**config.mk**
```make
export PLATFORM = sky130hd
export DESIGN_NAME = ckg_gate
export DESIGN_NICKNAME = d
export VERILOG_FILES = /design/src/rtl/ckg_pkg.sv /design/src/rtl/ckg_ctl_reg.sv /design/src/rtl/ckg_hyst.sv /design/src/rtl/ckg_sync.sv /design/src/rtl/ckg_gate.sv
export SDC_FILE = /design/constraint.sdc
export NUM_CORES = 1
export LEC_CHECK = 0
export BUFFER_PORTS_ARGS = -buffer_cell sky130_fd_sc_hd__buf_4
export CORE_MARGIN = 3
export CORE_UTILIZATION = 30
export CTS_BUF_LIST = sky130_fd_sc_hd__clkbuf_16
export DETAILED_ROUTE_END_ITERATION = 12
export GPL_TIMING_DRIVEN = 0
export SLEW_MARGIN = 20
export SYNTH_ARGS = -nofsm -noshare
export SYNTH_HDL_FRONTEND = slang
export SYNTH_SLANG_ARGS = --single-unit
```
**constraint.sdc**
```tcl
create_clock -name clk_i -period 2.09 [get_ports clk_i]
set_input_delay 0.1045 -clock clk_i [delete_from_list [all_inputs] [get_ports clk_i]]
set_output_delay 0.1045 -clock clk_i [all_outputs]
set_load 0.05 [all_outputs]
```
**src/rtl/ckg_pkg.sv**
```systemverilog
package ckg_pkg;
  localparam int unsigned REG_W  = 5;
  localparam int unsigned F_STAT = 4;

  typedef struct packed {
    logic long_dly;   // bit 3
    logic hyst_on;    // bit 2
    logic sw_sel;     // bit 1
    logic sw_en;      // bit 0
  } ckg_ctl_t;
endpackage

```
**src/rtl/ckg_ctl_reg.sv**
```systemverilog
module ckg_ctl_reg
  import ckg_pkg::*;
(
  input  logic             clk_i,
  input  logic             rst_ni,
  input  logic             wr_en_i,
  input  logic [REG_W-1:0] wr_data_i,
  output ckg_ctl_t         ctl_o
);
  always_ff @(posedge clk_i or negedge rst_ni) begin
    if (!rst_ni)      ctl_o <= '0;
    else if (wr_en_i) ctl_o <= ckg_ctl_t'(wr_data_i[F_STAT-1:0]);
  end

  a_r1_reset_hw: assert property (@(posedge clk_i) disable iff (!rst_ni)
    !wr_en_i |=> $stable(ctl_o));
endmodule

```
**src/rtl/ckg_hyst.sv**
```systemverilog
module ckg_hyst #(
  parameter int unsigned LOW_DLY  = 16,
  parameter int unsigned HIGH_DLY = 64
) (
  input  logic clk_i,
  input  logic rst_ni,
  input  logic req_i,
  input  logic hyst_on_i,
  input  logic long_i,
  output logic gate_o
);
  localparam int unsigned CNT_W = $clog2(HIGH_DLY + 1);
  localparam logic [CNT_W-1:0] LOW_C  = CNT_W'(LOW_DLY);
  localparam logic [CNT_W-1:0] HIGH_C = CNT_W'(HIGH_DLY);

  logic [CNT_W-1:0] cnt_q;
  logic [CNT_W-1:0] dly;

  assign dly = long_i ? HIGH_C : LOW_C;

  always_ff @(posedge clk_i or negedge rst_ni) begin
    if (!rst_ni) begin
      gate_o <= 1'b0;
      cnt_q  <= '0;
    end else if (req_i) begin
      gate_o <= 1'b1;
      cnt_q  <= '0;
    end else if (gate_o) begin
      if (!hyst_on_i || cnt_q >= dly) begin
        gate_o <= 1'b0;
        cnt_q  <= '0;
      end else begin
        cnt_q <= cnt_q + 1'b1;
      end
    end
  end

  a_r3_on_next: assert property (@(posedge clk_i) disable iff (!rst_ni)
    req_i |=> gate_o);
  a_r6_off_next: assert property (@(posedge clk_i) disable iff (!rst_ni)
    (!req_i && !hyst_on_i) |=> !gate_o);
  a_r8_cnt_bound: assert property (@(posedge clk_i) disable iff (!rst_ni)
    cnt_q <= HIGH_C);
  a_r9_cancel: assert property (@(posedge clk_i) disable iff (!rst_ni)
    req_i |=> (cnt_q == '0));
endmodule

```
**src/rtl/ckg_sync.sv**
```systemverilog
module ckg_sync #(
  parameter int unsigned STAGES = 2
) (
  input  logic clk_i,
  input  logic rst_ni,
  input  logic d_i,
  output logic q_o
);
  logic [STAGES-1:0] chain_q;

  generate
    if (STAGES == 1) begin : g_one
      always_ff @(posedge clk_i or negedge rst_ni) begin
        if (!rst_ni) chain_q <= '0;
        else         chain_q <= d_i;
      end
    end else begin : g_many
      always_ff @(posedge clk_i or negedge rst_ni) begin
        if (!rst_ni) chain_q <= '0;
        else         chain_q <= {chain_q[STAGES-2:0], d_i};
      end
    end
  endgenerate

  assign q_o = chain_q[STAGES-1];

  a_r10_lag: assert property (@(posedge clk_i) disable iff (!rst_ni)
    $past(d_i, STAGES) |-> q_o);
endmodule

```
**src/rtl/ckg_gate.sv**
```systemverilog
module ckg_gate
  import ckg_pkg::*;
#(
  parameter int unsigned LOW_DLY    = 16,
  parameter int unsigned HIGH_DLY   = 64,
  parameter bit          NO_DISABLE = 1'b0
) (
  input  logic             clk_i,
  input  logic             rst_ni,
  input  logic             wr_en_i,
  input  logic [REG_W-1:0] wr_data_i,
  output logic [REG_W-1:0] rd_data_o,
  input  logic             hw_req_i,
  output logic             gate_en_o,
  output logic             status_o
);
  ckg_ctl_t ctl;
  logic     req;

  ckg_ctl_reg u_reg (
    .clk_i     (clk_i),
    .rst_ni    (rst_ni),
    .wr_en_i   (wr_en_i),
    .wr_data_i (wr_data_i),
    .ctl_o     (ctl)
  );

  // software path; a no-disable gate ignores a 0 in the enable bit
  assign req = ctl.sw_sel ? (ctl.sw_en | NO_DISABLE) : hw_req_i;

  ckg_hyst #(.LOW_DLY(LOW_DLY), .HIGH_DLY(HIGH_DLY)) u_hyst (
    .clk_i     (clk_i),
    .rst_ni    (rst_ni),
    .req_i     (req),
    .hyst_on_i (ctl.hyst_on),
    .long_i    (ctl.long_dly),
    .gate_o    (gate_en_o)
  );

  ckg_sync #(.STAGES(2)) u_sync (
    .clk_i  (clk_i),
    .rst_ni (rst_ni),
    .d_i    (gate_en_o),
    .q_o    (status_o)
  );

  assign rd_data_o = {status_o, ctl};

  a_r4_hw_follow: assert property (@(posedge clk_i) disable iff (!rst_ni)
    (!ctl.sw_sel && hw_req_i) |=> gate_en_o);
  a_r2_stat_ro: assert property (@(posedge clk_i) disable iff (!rst_ni)
    rd_data_o[F_STAT] == status_o);

  generate
    if (NO_DISABLE) begin : g_nodis
      a_r5_no_disable: assert property (@(posedge clk_i) disable iff (!rst_ni)
        ctl.sw_sel |=> gate_en_o);
    end
  endgenerate
endmodule

```
# Word level (Yosys, flattened, before mapping)

Index checks and enable logic that the tools add are counted.

Add/subtract/negate cells: 1
$lt $le $gt $ge: 1
Mux-type cells: 8
Reduce and logical (&&, ||, !) cells: 3

Operator list:

| operator                                    | count |
|---|---|
| two-way mux 7 bit                           | 4 |
| adder 7 x 1 -> 7 bit, second input constant | 1 |
| greater-or-equal comparator 7 bit           | 1 |
| two-way mux 1 bit                           | 4 |
| nonzero test 2 bit                          | 1 |
| zero test 1 bit                             | 1 |
| logical OR 1 bit                            | 1 |

Register bits: 14
Input bits: 9
Output and inout port bits: 7
Logic and storage cells: 20

# Logic depth before layout (Yosys ltp)

Gate-level depths: netlist (run 1).

Word-level depth: 6
Mapped depth: 7
Depth with buffers taken out: 6

# Hierarchy

A second synthesis (run 1) with hierarchy kept.

Cell total of the unflattened synthesis: 67
Area total of the unflattened synthesis: 715.7 µm²

By module, submodules not included:

| module      | times used | cells an instance | area an instance (µm²) |
|---|---|---|---|
| ckg_hyst    | 1          | 55                | 498.0 |
| ckg_ctl_reg | 1          | 8                 | 145.1 |
| ckg_sync    | 1          | 2                 | 50.0 |
| ckg_gate    | 1          | 2                 | 22.5 |

# Least setup slack after synthesis (run 1)

OpenSTA, ideal clock, no wires.

Path type: register -> register
Start: reg u_hyst.gate_o
End: reg u_hyst.cnt_q[3]
Library setup time: 0.099 ns
Data arrival time: 1.503 ns
Path slack: 0.488 ns
Cell stages (with the launch flop): 6
Clock period less this slack: 1.602 ns
Cell sequence: dfrtp_1 > nand2_1 > a211oi_4 > buf_6 > nand2_2 > a311oi_1

Longest elaborated chain between the ends: 1

Ends and longest elaborated chain:

| what                                | line           | text |
|---|---|---|
| start: declaration                  | ckg_hyst.sv:10 | `output logic gate_o` |
| start signal: assignment            | ckg_hyst.sv:23 | `gate_o <= 1'b0;` |
| start signal: assignment            | ckg_hyst.sv:26 | `gate_o <= 1'b1;` |
| start signal: assignment            | ckg_hyst.sv:30 | `gate_o <= 1'b0;` |
| nonzero test 2 bit (no source line) | --             |  |
| end signal: assignment              | ckg_hyst.sv:33 | `cnt_q <= cnt_q + 1'b1;` |
| end: declaration                    | ckg_hyst.sv:16 | `logic [CNT_W-1:0] cnt_q;` |

Every way passes these cells.
A chain may end at the register's enable or synchronous reset.

# Worst setup path in the final report (run 1)

Start: reg u_hyst.cnt_q[4]
End: reg u_hyst.cnt_q[3]

Longest elaborated chain between the ends: 5

Ends and longest elaborated chain:

| what                              | line           | text |
|---|---|---|
| greater-or-equal comparator 7 bit | ckg_hyst.sv:29 | `if (!hyst_on_i \|\| cnt_q >= dly) begin` |
| logical OR 1 bit                  | ckg_hyst.sv:29 |  |
| two-way mux 7 bit                 | ckg_hyst.sv:29 |  |
| two-way mux 7 bit                 | ckg_hyst.sv:28 | `end else if (gate_o) begin` |
| two-way mux 7 bit                 | ckg_hyst.sv:25 | `end else if (req_i) begin` |

Every way passes these cells. The select of a mux whose other input is x is not followed.

==> results of run 1 <==
[cell families (layout without fill, tap and decap cells)]
| logic type | count (synthesis) | after routing | synth area share, % |
|---|---|---|---|
| AOI/OAI and AO/OA | 13 | 13 | 13.95 |
| buffers and inverters | 9 | 28 | 7.059 |
| xor gates and xnor gates | 1 | 1 | 1.177 |
| DFF | 14 | 14 | 47.06 |
| adders and majority gates | 4 | 4 | 6.723 |
| muxes | 4 | 4 | 6.050 |
| and+or+nand+nor | 24 | 24 | 17.98 |
[through the flow]
step,setup slack [ns],std cells
after detailed placement,0.5075,111
after CTS,0.4907,116
after global routing,0.3552,116
final,0.4962,116
after floorplan,0.4880,69
after global placement,0.5436,111
[cell usage in the layout (no fill, tap or decap)]
cell type,count
buf_4,17
dfrtp_1,14
nand2_1,7
inv_1,5
nor2_1,4
mux2_2,4
ha_1,4
nand4b_1,3
a31oi_1,3
nand3_1,3
clkbuf_16,3
and3_1,2
a21oi_1,2
nand2b_4,1
a211oi_4,1
buf_6,1
nand4_1,1
a21o_2,1
o21ai_0,1
o21a_1,1
nor3_1,1
o211ai_1,1
xnor2_1,1
nand2_2,1
a41oi_1,1
a311oi_1,1
nand3b_1,1
a32oi_1,1
clkinv_1,1
dlygate4sd3_1,1
[worst max-delay path: cells and delay by family (launching register included)]
kind	cells	cell delay [ns]
AO/OA/AOI/OAI	2	0.50
adder cells (fa/ha/maj)	1	0.20
buffers and inverters	2	0.28
flip-flops	1	0.40
AND/OR/NAND/NOR	2	0.12
[registers in the layout, indices dropped and copies added, names as in the netlist]
signal          cells
u_hyst.cnt_q        7
u_hyst.gate_o       1
u_sync.chain_q      2
u_reg.ctl_o         4
[power groups by stage]
stage,clock [mW],sequential (mW),combinational (mW)
5_1_grt,0.383,0.314,0.210
6_report,0.361,0.310,0.196
3_3_place_gp,0,0.313,0.193
3_5_place_dp,0,0.315,0.194
4_1_cts,0.368,0.311,0.199
2_1_floorplan,0,0.347,0.0986
[worst min path at each step]
stage / cells past startpoint / slack, ns / to / from
3_5_place_dp: 1 / -0.03 / u_hyst.gate_o / rst_ni
2_1_floorplan: 0 / -0.19 / u_hyst.cnt_q[0] / rst_ni
3_3_place_gp: 1 / -0.03 / u_hyst.gate_o / rst_ni
6_report: 3 / 0.08 / u_reg.ctl_o[3] / wr_data_i[3]
5_1_grt: 3 / 0.08 / u_reg.ctl_o[3] / wr_data_i[3]
4_1_cts: 3 / 0.08 / u_reg.ctl_o[3] / wr_data_i[3]
[per-layer routing]
layer / wire length [µm] / vias up
met2: 794 / 10
met1: 650 / 296
met5: 0 / -
li1: - / 283
met3: 44 / 4
met4: 40 / 0
[Yosys cell counts (all sizes together)]
master / number
dfrtp: 14
nand2: 8
inv: 5
buf: 4
ha: 4
mux2: 4
nor2: 4
a31oi: 3
nand3: 3
nand4b: 3
a21oi: 2
and3: 2
a211oi: 1
a21o: 1
a311oi: 1
a32oi: 1
a41oi: 1
nand2b: 1
nand3b: 1
nand4: 1
nor3: 1
o211ai: 1
o21a: 1
o21ai: 1
xnor2: 1
[area by class of cell]
type	instances	share of cell area, %
Sequential cell	14	35.99
Multi-Input combinational cell	46	35.09
Timing Repair Buffer	15	11.83
Clock buffer	3	7.712
Tap cell	28	3.599
Buffer	4	3.470
Inverter	5	1.928
Clock inverter	1	0.3856
==> reports/metrics.cfg, run 1 <==
[clocking]
clock_latency_ns=0.24
ctsHoldBuffers=1
cts_tree=done
clk_pin_slew_ns=0.05
cts_made_buffers=3
clockBufferDepth=2
cts_root_buffer=clkbuf_16
htree_levels=1
cts_resized=0
cts.sinks=14
postCtsSetupBuffers=0

[yosys]
syn_nets=82
synth-seq-cells=14
synth_area_per_cell_um2=10.79
yosysTopAreaCell=dfrtp_1
synth_top_area_share_pct=47.06
yosysWarnings=0
yosys-top-cells-area=dfrtp_1, ha_1, mux2_2, nand2_1, nand4b_1
ys_seq_area_share_pct=47.06
syn_area_um2=744.5
synth.distinct_cells=27
synthCells=69

[power_and_ir_drop]
switching_share_pct=28.83
p_seq_share_pct=35.7
power.switching_uw=250.1
clock_power_share_pct=41.6
peakVddDrop_v=0.0003956
powerDensity_nw_per_um2=891.0
p_int_uw=617.2
leakagePower_nw=0.4267
comb_power_share_pct=22.7
total_power_uw=867.3

[grt]
antenna_found_initial=0
grt_usage_pct=10.62
use_met2_pct=17.23
grt_use_met3_pct=3.016
grt_max_degree=15
grt_pass1_wl_um=2573
grt-busiest-layer=met2
grt_pass1_vias=573
overflow=0
grtUsageMet1_pct=12.46

[die]
core_um2=2276
start_util_pct=32.71
ioPinCount=16
fp.dieW_um=55.82
die_y_um=55.82
die_area_um2=3115
num_rows=17

[finish]
fin_area_um2=973.4
multi_input_area_um2=341.6
seq_area_um2=350.3
drive_above_1_share_pct=32.95
n_fill_cell=229
area_delta_synth_final_pct=30.76
post-route-util_pct=42.77
nets=102
n_antenna_cell=0

[sta]
worstMarginPinSlew_ns=0.3471
hold_slack_ns=0.07657
fin_crit_ns=1.594
period_share_pct=76.26
setup_viol=0
fmax_mhz=627.4
rsz0062_at_grt=no
relSlewSlack_pct=76.79
drv_slew=0
finalHoldViolCount=0
fin_setup_tns_ns=0
fin_skew_ns=0.001200

[route]
antenna_left=0
dr.pass1.iters=4
viasPerCell=5.112
vias=593
wl_per_cell_um=13.18
drcViolationCount=0
wirelength_um=1529
first_iter_violations=8

[min_path]
hold_class=input pin to flop

[run_status]
status=finished clean

[flow_run]
drv_cap=0

[worst_setup_path]
r2r_end=u_hyst.cnt_q[3]
critPathMaxStageDelay_ns=0.40
path_max_fanout=10
end_kind=flop
r2r_cells=7
critPathRequiredTime_ns=2.23
slowest_stage=dfrtp_1
crit_type=flop to flop
arrival_ns=1.74
startpoint_type=flop
worstPathCellList=inv_1, ha_1, nand2b_4, a211oi_4, buf_6, nand2_2, a311oi_1
reg2reg_slack_ns=0.50
endpoint=u_hyst.cnt_q[3]
r2r-start=u_hyst.cnt_q[4]
critPathLaunch=u_hyst.cnt_q[4]

[placed_design]
port-buffer-count=14
dp_hpwl_um=1076
gp_congestion=0.7563
place_area_um2=884.6

Note: power is estimated with default switching activity, not from simulation.
==> inputs of run 2 (changes only) <==
- ABC_AREA: default -> 1
- clock period: 2.09 -> 1.3 ns (I/O delays scaled with it)
==> run 2 against run 1 <==
Combinational power increased by 53%. Total power grew 55%. Global-route usage shrank 0.20 points. Die area increased by 2.1%. Area after synthesis rose by 2.4%. Fmax rose by 24%. Clock power up 55%. Sequential share of layout area is 1.8 points lower. Final cell count rose by 18%. Wire length decreased by 6.2%. Cell area grew 5.9%. Synthesized cell count rose by 28%. Largest power group unchanged.
==> reports/metrics.cfg, run 2 <==
[finish]
largest_register_ffs=7
fin_area_um2=1031
multi_input_area_um2=347.8
largest_registers=u_hyst.cnt_q (7), u_reg.ctl_o (4), u_sync.chain_q (2)
seq_area_um2=352.8
area_delta_synth_final_pct=35.30
final_common_cell=buf_4
regMostFlops=u_hyst.cnt_q
n_antenna_cell=0
n_fill_cell=220
stdcell_count=137
nets=124
mostFrequentLayoutCells=buf_4, nand2_1, dfrtp_1
drive_above_1_share_pct=32.11

[route]
vias=605
drcViolationCount=0
wirelength_um=1434
wl_per_cell_um=10.47
viasPerCell=4.416
dr.pass1.iters=4
antenna_left=0
first_iter_violations=2

[yosys]
syn_nets=101
yosys-top-cells-area=dfrtp_1, nand2_1, inv_1, ha_1, o21bai_1
synthCells=88
muxShareOfSynthArea_pct=1.478
synth_edf_count=0
synthFlopType=dfrtp_1
synth_top_area_share_pct=45.98
synth_commonest_cells=nand2_1, dfrtp_1, inv_1
yosysMostFrequentCell=nand2_1
synth-xor-area-share_pct=2.299
synth-async-reset-ratio_pct=100.0
synth-seq-cells=14
synthAdderAreaFrac_pct=6.568
synth_top_family_by_area=simple AND/OR/NAND/NOR gates
synth_compound_area_share_pct=10.34
ys_seq_area_share_pct=45.98
yosysTopAreaCell=dfrtp_1
synth_simple_gate_area_share_pct=22.50
yosysWarnings=0
synth.distinct_cells=18
synth_area_per_cell_um2=8.659
syn_area_um2=762.0

[sta]
period_share_pct=99.17
rsz0062_at_grt=yes
fin_skew_ns=0.001056
finalHoldViolCount=0
drv_slew=0
relSlewSlack_pct=80.87
fin_setup_tns_ns=0
worstMarginPinSlew_ns=0.2868
setup_viol=0
fin_crit_ns=1.289
fmax_mhz=775.7
hold_slack_ns=0.03293

[worst_setup_path]
critPathMaxStageDelay_ns=0.38
crit_type=flop to flop
path_max_fanout=6
critPathRequiredTime_ns=1.46
path_buf_inv=2
arrival_ns=1.45
startpoint_type=flop
end_kind=flop
slowest_stage=dfrtp_1
critPathTopFamily=flip-flops
crit_top_cell=nand2_1
worstPathCellList=inv_2, ha_4, nand2_1, inv_1, nand2_1, nand2_1, nand2_2, nand3_4, o21bai_1

[power_and_ir_drop]
leakagePower_nw=0.4926
p_int_uw=975.8
p_seq_share_pct=36.2
switching_share_pct=27.54
power.switching_uw=370.9
peakVddDrop_v=0.0007887
powerDensity_nw_per_um2=1306
comb_power_share_pct=22.2
total_power_mw=1.347
clock_power_share_pct=41.6

[die]
num_rows=17
die_area_um2=3180
die_y_um=56.40
ioPinCount=16
core_um2=2318
fp.dieW_um=56.40
start_util_pct=32.87

[min_path]
hold_class=input pin to flop

[grt]
antenna_found_initial=0
overflow=0
grt_pass1_vias=587
grt_usage_pct=10.42
grt_max_degree=15
grt_pass1_wl_um=2546

[clocking]
cts_root_buffer=clkbuf_16
clockBufferDepth=2
cts_tree=done
clk_pin_slew_ns=0.04
cts_made_buffers=3
clock_latency_ns=0.24
cts.sinks=14
htree_levels=1

[placed_design]
port-buffer-count=14
place_area_um2=904.6
gp_congestion=0.7894
dp_hpwl_um=1106
place_inst=130

[run_status]
status=finished clean

[flow_run]
drv_cap=0

==> run 2: cell types whose count changed after synthesis, moves of 2 or more <==
cell      delta
nand2_1     +10
inv_1        +9
o21bai_1     +6
nor2_1       +5
o21ai_0      +4
a31oi_1      -3
mux2_2       -3
nand4b_1     -3
a21oi_1      -2
and3_1       -2
clkinv_1     +2
nand4_1      +2
==> run 2: kinds of logic after synthesis <==
logic type	count (synthesis)
AO/OA/AOI/OAI	12
flip-flops	14
AND/OR/NAND/NOR	36
buffers and inverters	19
adder cells (fa/ha/maj)	4
multiplexers	1
XOR/XNOR	2
==> run 2: timing repair <==
action,4_1_cts,5_1_grt
pin swaps,4,5
endpoints found under the hold margin,14,0
resized for setup,4,1
hold buffers,1,0
setup endpoints to repair,6,8
setup buffers,1,2
==> run 2: worst reg2reg max path, cell delays in order, from the launching register on <==
cell	delay (ns)
dfrtp_1	0.38
inv_2	0.09
ha_4	0.20
nand2_1	0.05
inv_1	0.03
nand2_1	0.04
nand2_1	0.06
nand2_2	0.09
nand3_4	0.11
o21bai_1	0.16
==> run 2: worst paths after layout <==
kind	start	endpoint	slack [ns]	cells after the start
max	u_reg.ctl_o[3]	u_hyst.cnt_q[2]	0.01	9
min	wr_data_i[3]	u_reg.ctl_o[3]	0.03	3
max reg2reg	u_reg.ctl_o[3]	u_hyst.cnt_q[2]	0.01	9
min reg2reg	u_sync.chain_q[0]	u_sync.chain_q[1]	0.34	0
max in group asynchronous	rst_ni	u_hyst.gate_o	0.91	2
min in group asynchronous	rst_ni	u_reg.ctl_o[0]	0.21	2
==> run 2: power groups by stage <==
stage	registers, mW	clock network (mW)	logic, mW
6_report	0.488	0.560	0.299
4_1_cts	0.488	0.576	0.293
2_1_floorplan	0.549	0	0.132
3_3_place_gp	0.494	0	0.275
5_1_grt	0.491	0.593	0.324
3_5_place_dp	0.495	0	0.277
==> run 2: cell type report <==
class	count	share of cell area [%]
tap	28	3.398
timing repair buffer	18	13.35
inverter	16	5.825
clock buffer	3	7.282
sequential	14	34.22
multi-input combinational	55	33.74
buffer	3	2.184
==> run 2: layer usage <==
layer  track usage, %  part of all wire (%)
met4            3.051                   1.3
met1            13.01                    45
met5                0                     0
met2            16.03                    50
met3            4.828                   3.8
==> run 2: through the flow <==
stage / setup slack [ns] / util (%)
global placement: -0.02526 / 39.02
global route: -0.08651 / 44.47
detailed placement: -0.03670 / 39.02
floorplan: 0.006410 / -
CTS: -0.02661 / 43.82
finish: 0.01084 / 44.47
==> inputs of run 3 (changes only) <==
- HOLD_SLACK_MARGIN: default -> 0.08
- RECOVER_POWER: default -> 50
==> run 3 against run 2 <==
Register-to-register slack is essentially flat. Final cell count rose by 2.9%. Worst hold slack improved by 0.039 ns. Total power up 0.67%. Clock skew barely moved. Sequential power about the same. Non-clock buffer count increased by 4. Die area stayed put. Combinational power up 3%. Core utilization rose by 1.6 points. Wire length is 3.7% higher. Critical path type unchanged. Highest routed layer unchanged.
==> reports/metrics.cfg, run 3 (synthesized netlist as in run 2, its figures left out) <==
[run_status]
status=finished clean

[clocking]
cts.sinks=14
clk_pin_slew_ns=0.04
clockBufferDepth=2
htree_levels=1
cts_tree=done
clock_latency_ns=0.24
cts_root_buffer=clkbuf_16
cts_made_buffers=3

[finish]
stdcell_count=141
mostFrequentLayoutCells=buf_4, nand2_1, dfrtp_1
final_common_cell=buf_4
largest_register_ffs=7
area_delta_synth_final_pct=40.07
post-route-util_pct=46.03
nets=128
n_antenna_cell=0
drive_above_1_share_pct=30.09
regMostFlops=u_hyst.cnt_q
largest_registers=u_hyst.cnt_q (7), u_reg.ctl_o (4), u_sync.chain_q (2)

[power_and_ir_drop]
leakagePower_nw=0.5057
clock_power_share_pct=41.3
powerDensity_nw_per_um2=1270
p_int_uw=982.2
p_seq_share_pct=36.0
comb_power_share_pct=22.7
power.switching_uw=373.5
switching_share_pct=27.55
peakVddDrop_v=0.0007884

[die]
ioPinCount=16
core_um2=2318
num_rows=17
die_y_um=56.40
die_area_um2=3180
start_util_pct=32.87
fp.dieW_um=56.40

[route]
dr.pass1.iters=2
wl_per_cell_um=10.55
first_iter_violations=2
wirelength_um=1487
antenna_left=0
viasPerCell=4.355
drcViolationCount=0
vias=614

[placed_design]
gp_congestion=0.7894
port-buffer-count=14
dp_hpwl_um=1106
place_inst=130

[worst_setup_path]
end_kind=flop
startpoint_type=flop
r2r_cells=9
r2r-start=u_reg.ctl_o[3]
path_max_fanout=6
critPathRequiredTime_ns=1.46
r2r_end=u_hyst.cnt_q[2]
crit_type=flop to flop
arrival_ns=1.45
reg2reg_slack_ns=0.01

[min_path]
hold_class=input pin to flop
worstHoldStart=wr_en_i
hold_depth=2
min_to=u_reg.ctl_o[2]

[grt]
grt_max_degree=15
grt_pass1_vias=624
grt_usage_pct=11.04
grt_pass1_wl_um=2725
antenna_found_initial=0
overflow=0

[sta]
relSlewSlack_pct=50.42
rsz0062_at_grt=yes
period_share_pct=99.16
fin_crit_ns=1.289
finalHoldViolCount=0
setup_viol=0
drv_slew=0
fin_skew_ns=0.001157
fmax_mhz=775.8
worstMarginPinSlew_ns=0.7437

[flow_run]
drv_cap=0

[run 3: cell types whose count changed in the layout (fill, tap and decap cells not counted)]
cell / delta
buf_4: -1
dlygate4sd3_1: +4
clkbuf_1: +1
[run 3: power by group through the flow]
stage / logic [mW] / registers, mW / clock network [mW]
5_1_grt: 0.335 / 0.491 / 0.593
4_1_cts: 0.310 / 0.488 / 0.576
3_5_place_dp: 0.277 / 0.495 / 0
2_1_floorplan: 0.132 / 0.549 / 0
6_report: 0.307 / 0.489 / 0.560
3_3_place_gp: 0.275 / 0.494 / 0
[run 3: cell type report]
cell class / instances / area [µm²]
fillers: 216 / 1251
repair buffers: 22 / 173.9
clock buffers: 3 / 75.07
flip-flops and latches: 14 / 352.8
plain buffers: 3 / 22.52
multi-input cells: 55 / 347.8
inverters: 16 / 60.06
well taps: 28 / 35.03
[run 3: timing repair]
| action | CTS | global route |
|---|---|---|
| resized for setup | 4 | 1 |
| hold endpoints to repair | 18 | 0 |
| endpoints found under the setup margin | 6 | 10 |
| cloned | 0 | 0 |
| pin swaps | 4 | 5 |
| buffers inserted | 1 | 2 |
| hold buffers | 7 | 0 |
[run 3: through the flow]
| stage | hold slack [ns] | area, µm² | setup TNS [ns] | worst slack (ns) | total power, mW |
|---|---|---|---|---|---|
| 2_1_floorplan | -0.2306 | 764.5 | 0 | 0.006410 | 0.6811 |
| 3_3_place_gp | -0.07636 | 904.6 | -0.1198 | -0.02526 | 0.7689 |
| 3_5_place_dp | -0.07549 | 904.6 | -0.1691 | -0.03670 | 0.7718 |
| 4_1_cts | 0.08059 | 1076 | -0.04287 | -0.02661 | 1.374 |
| 5_1_grt | 0.1109 | 1067 | -0.4666 | -0.08651 | 1.419 |
| 6_report | 0.07240 | 1067 | 0 | 0.01095 | 1.356 |
[run 3: how the worst max path moves through the flow]
stage	to	depth (start not counted)	slack, ns	start
final	u_hyst.cnt_q[2]	9	0.01	u_reg.ctl_o[3]
after global routing	u_hyst.cnt_q[3]	9	-0.09	u_hyst.cnt_q[0]
after CTS	u_hyst.cnt_q[6]	9	-0.03	u_reg.ctl_o[3]
after detailed placement	u_hyst.cnt_q[3]	9	-0.04	u_reg.ctl_o[3]
after global placement	u_hyst.cnt_q[2]	9	-0.03	u_reg.ctl_o[3]
after floorplan	u_hyst.cnt_q[0]	5	0.006	u_reg.ctl_o[1]
[run 3: critical path, cell delays in order (launching register included)]
cell and delay [ns]:
dfrtp_1 0.38, inv_2 0.09, ha_4 0.19, nand2_1 0.05, inv_1 0.03, nand2_1 0.04, nand2_1 0.06, nand2_2 0.09
nand3_4 0.11, o21bai_1 0.16
[run 3: routing by layer]
layer | vias up | GRT usage, % | wire [µm] | part of all wire, %
li1 | 325 | - | - | -
met1 | 280 | 14.00 | 687 | 46
met2 | 6 | 17.03 | 725 | 49
met3 | 3 | 4.828 | 56 | 3.8
met4 | 0 | 3.051 | 18 | 1.2
met5 | - | 0 | 0 | 0
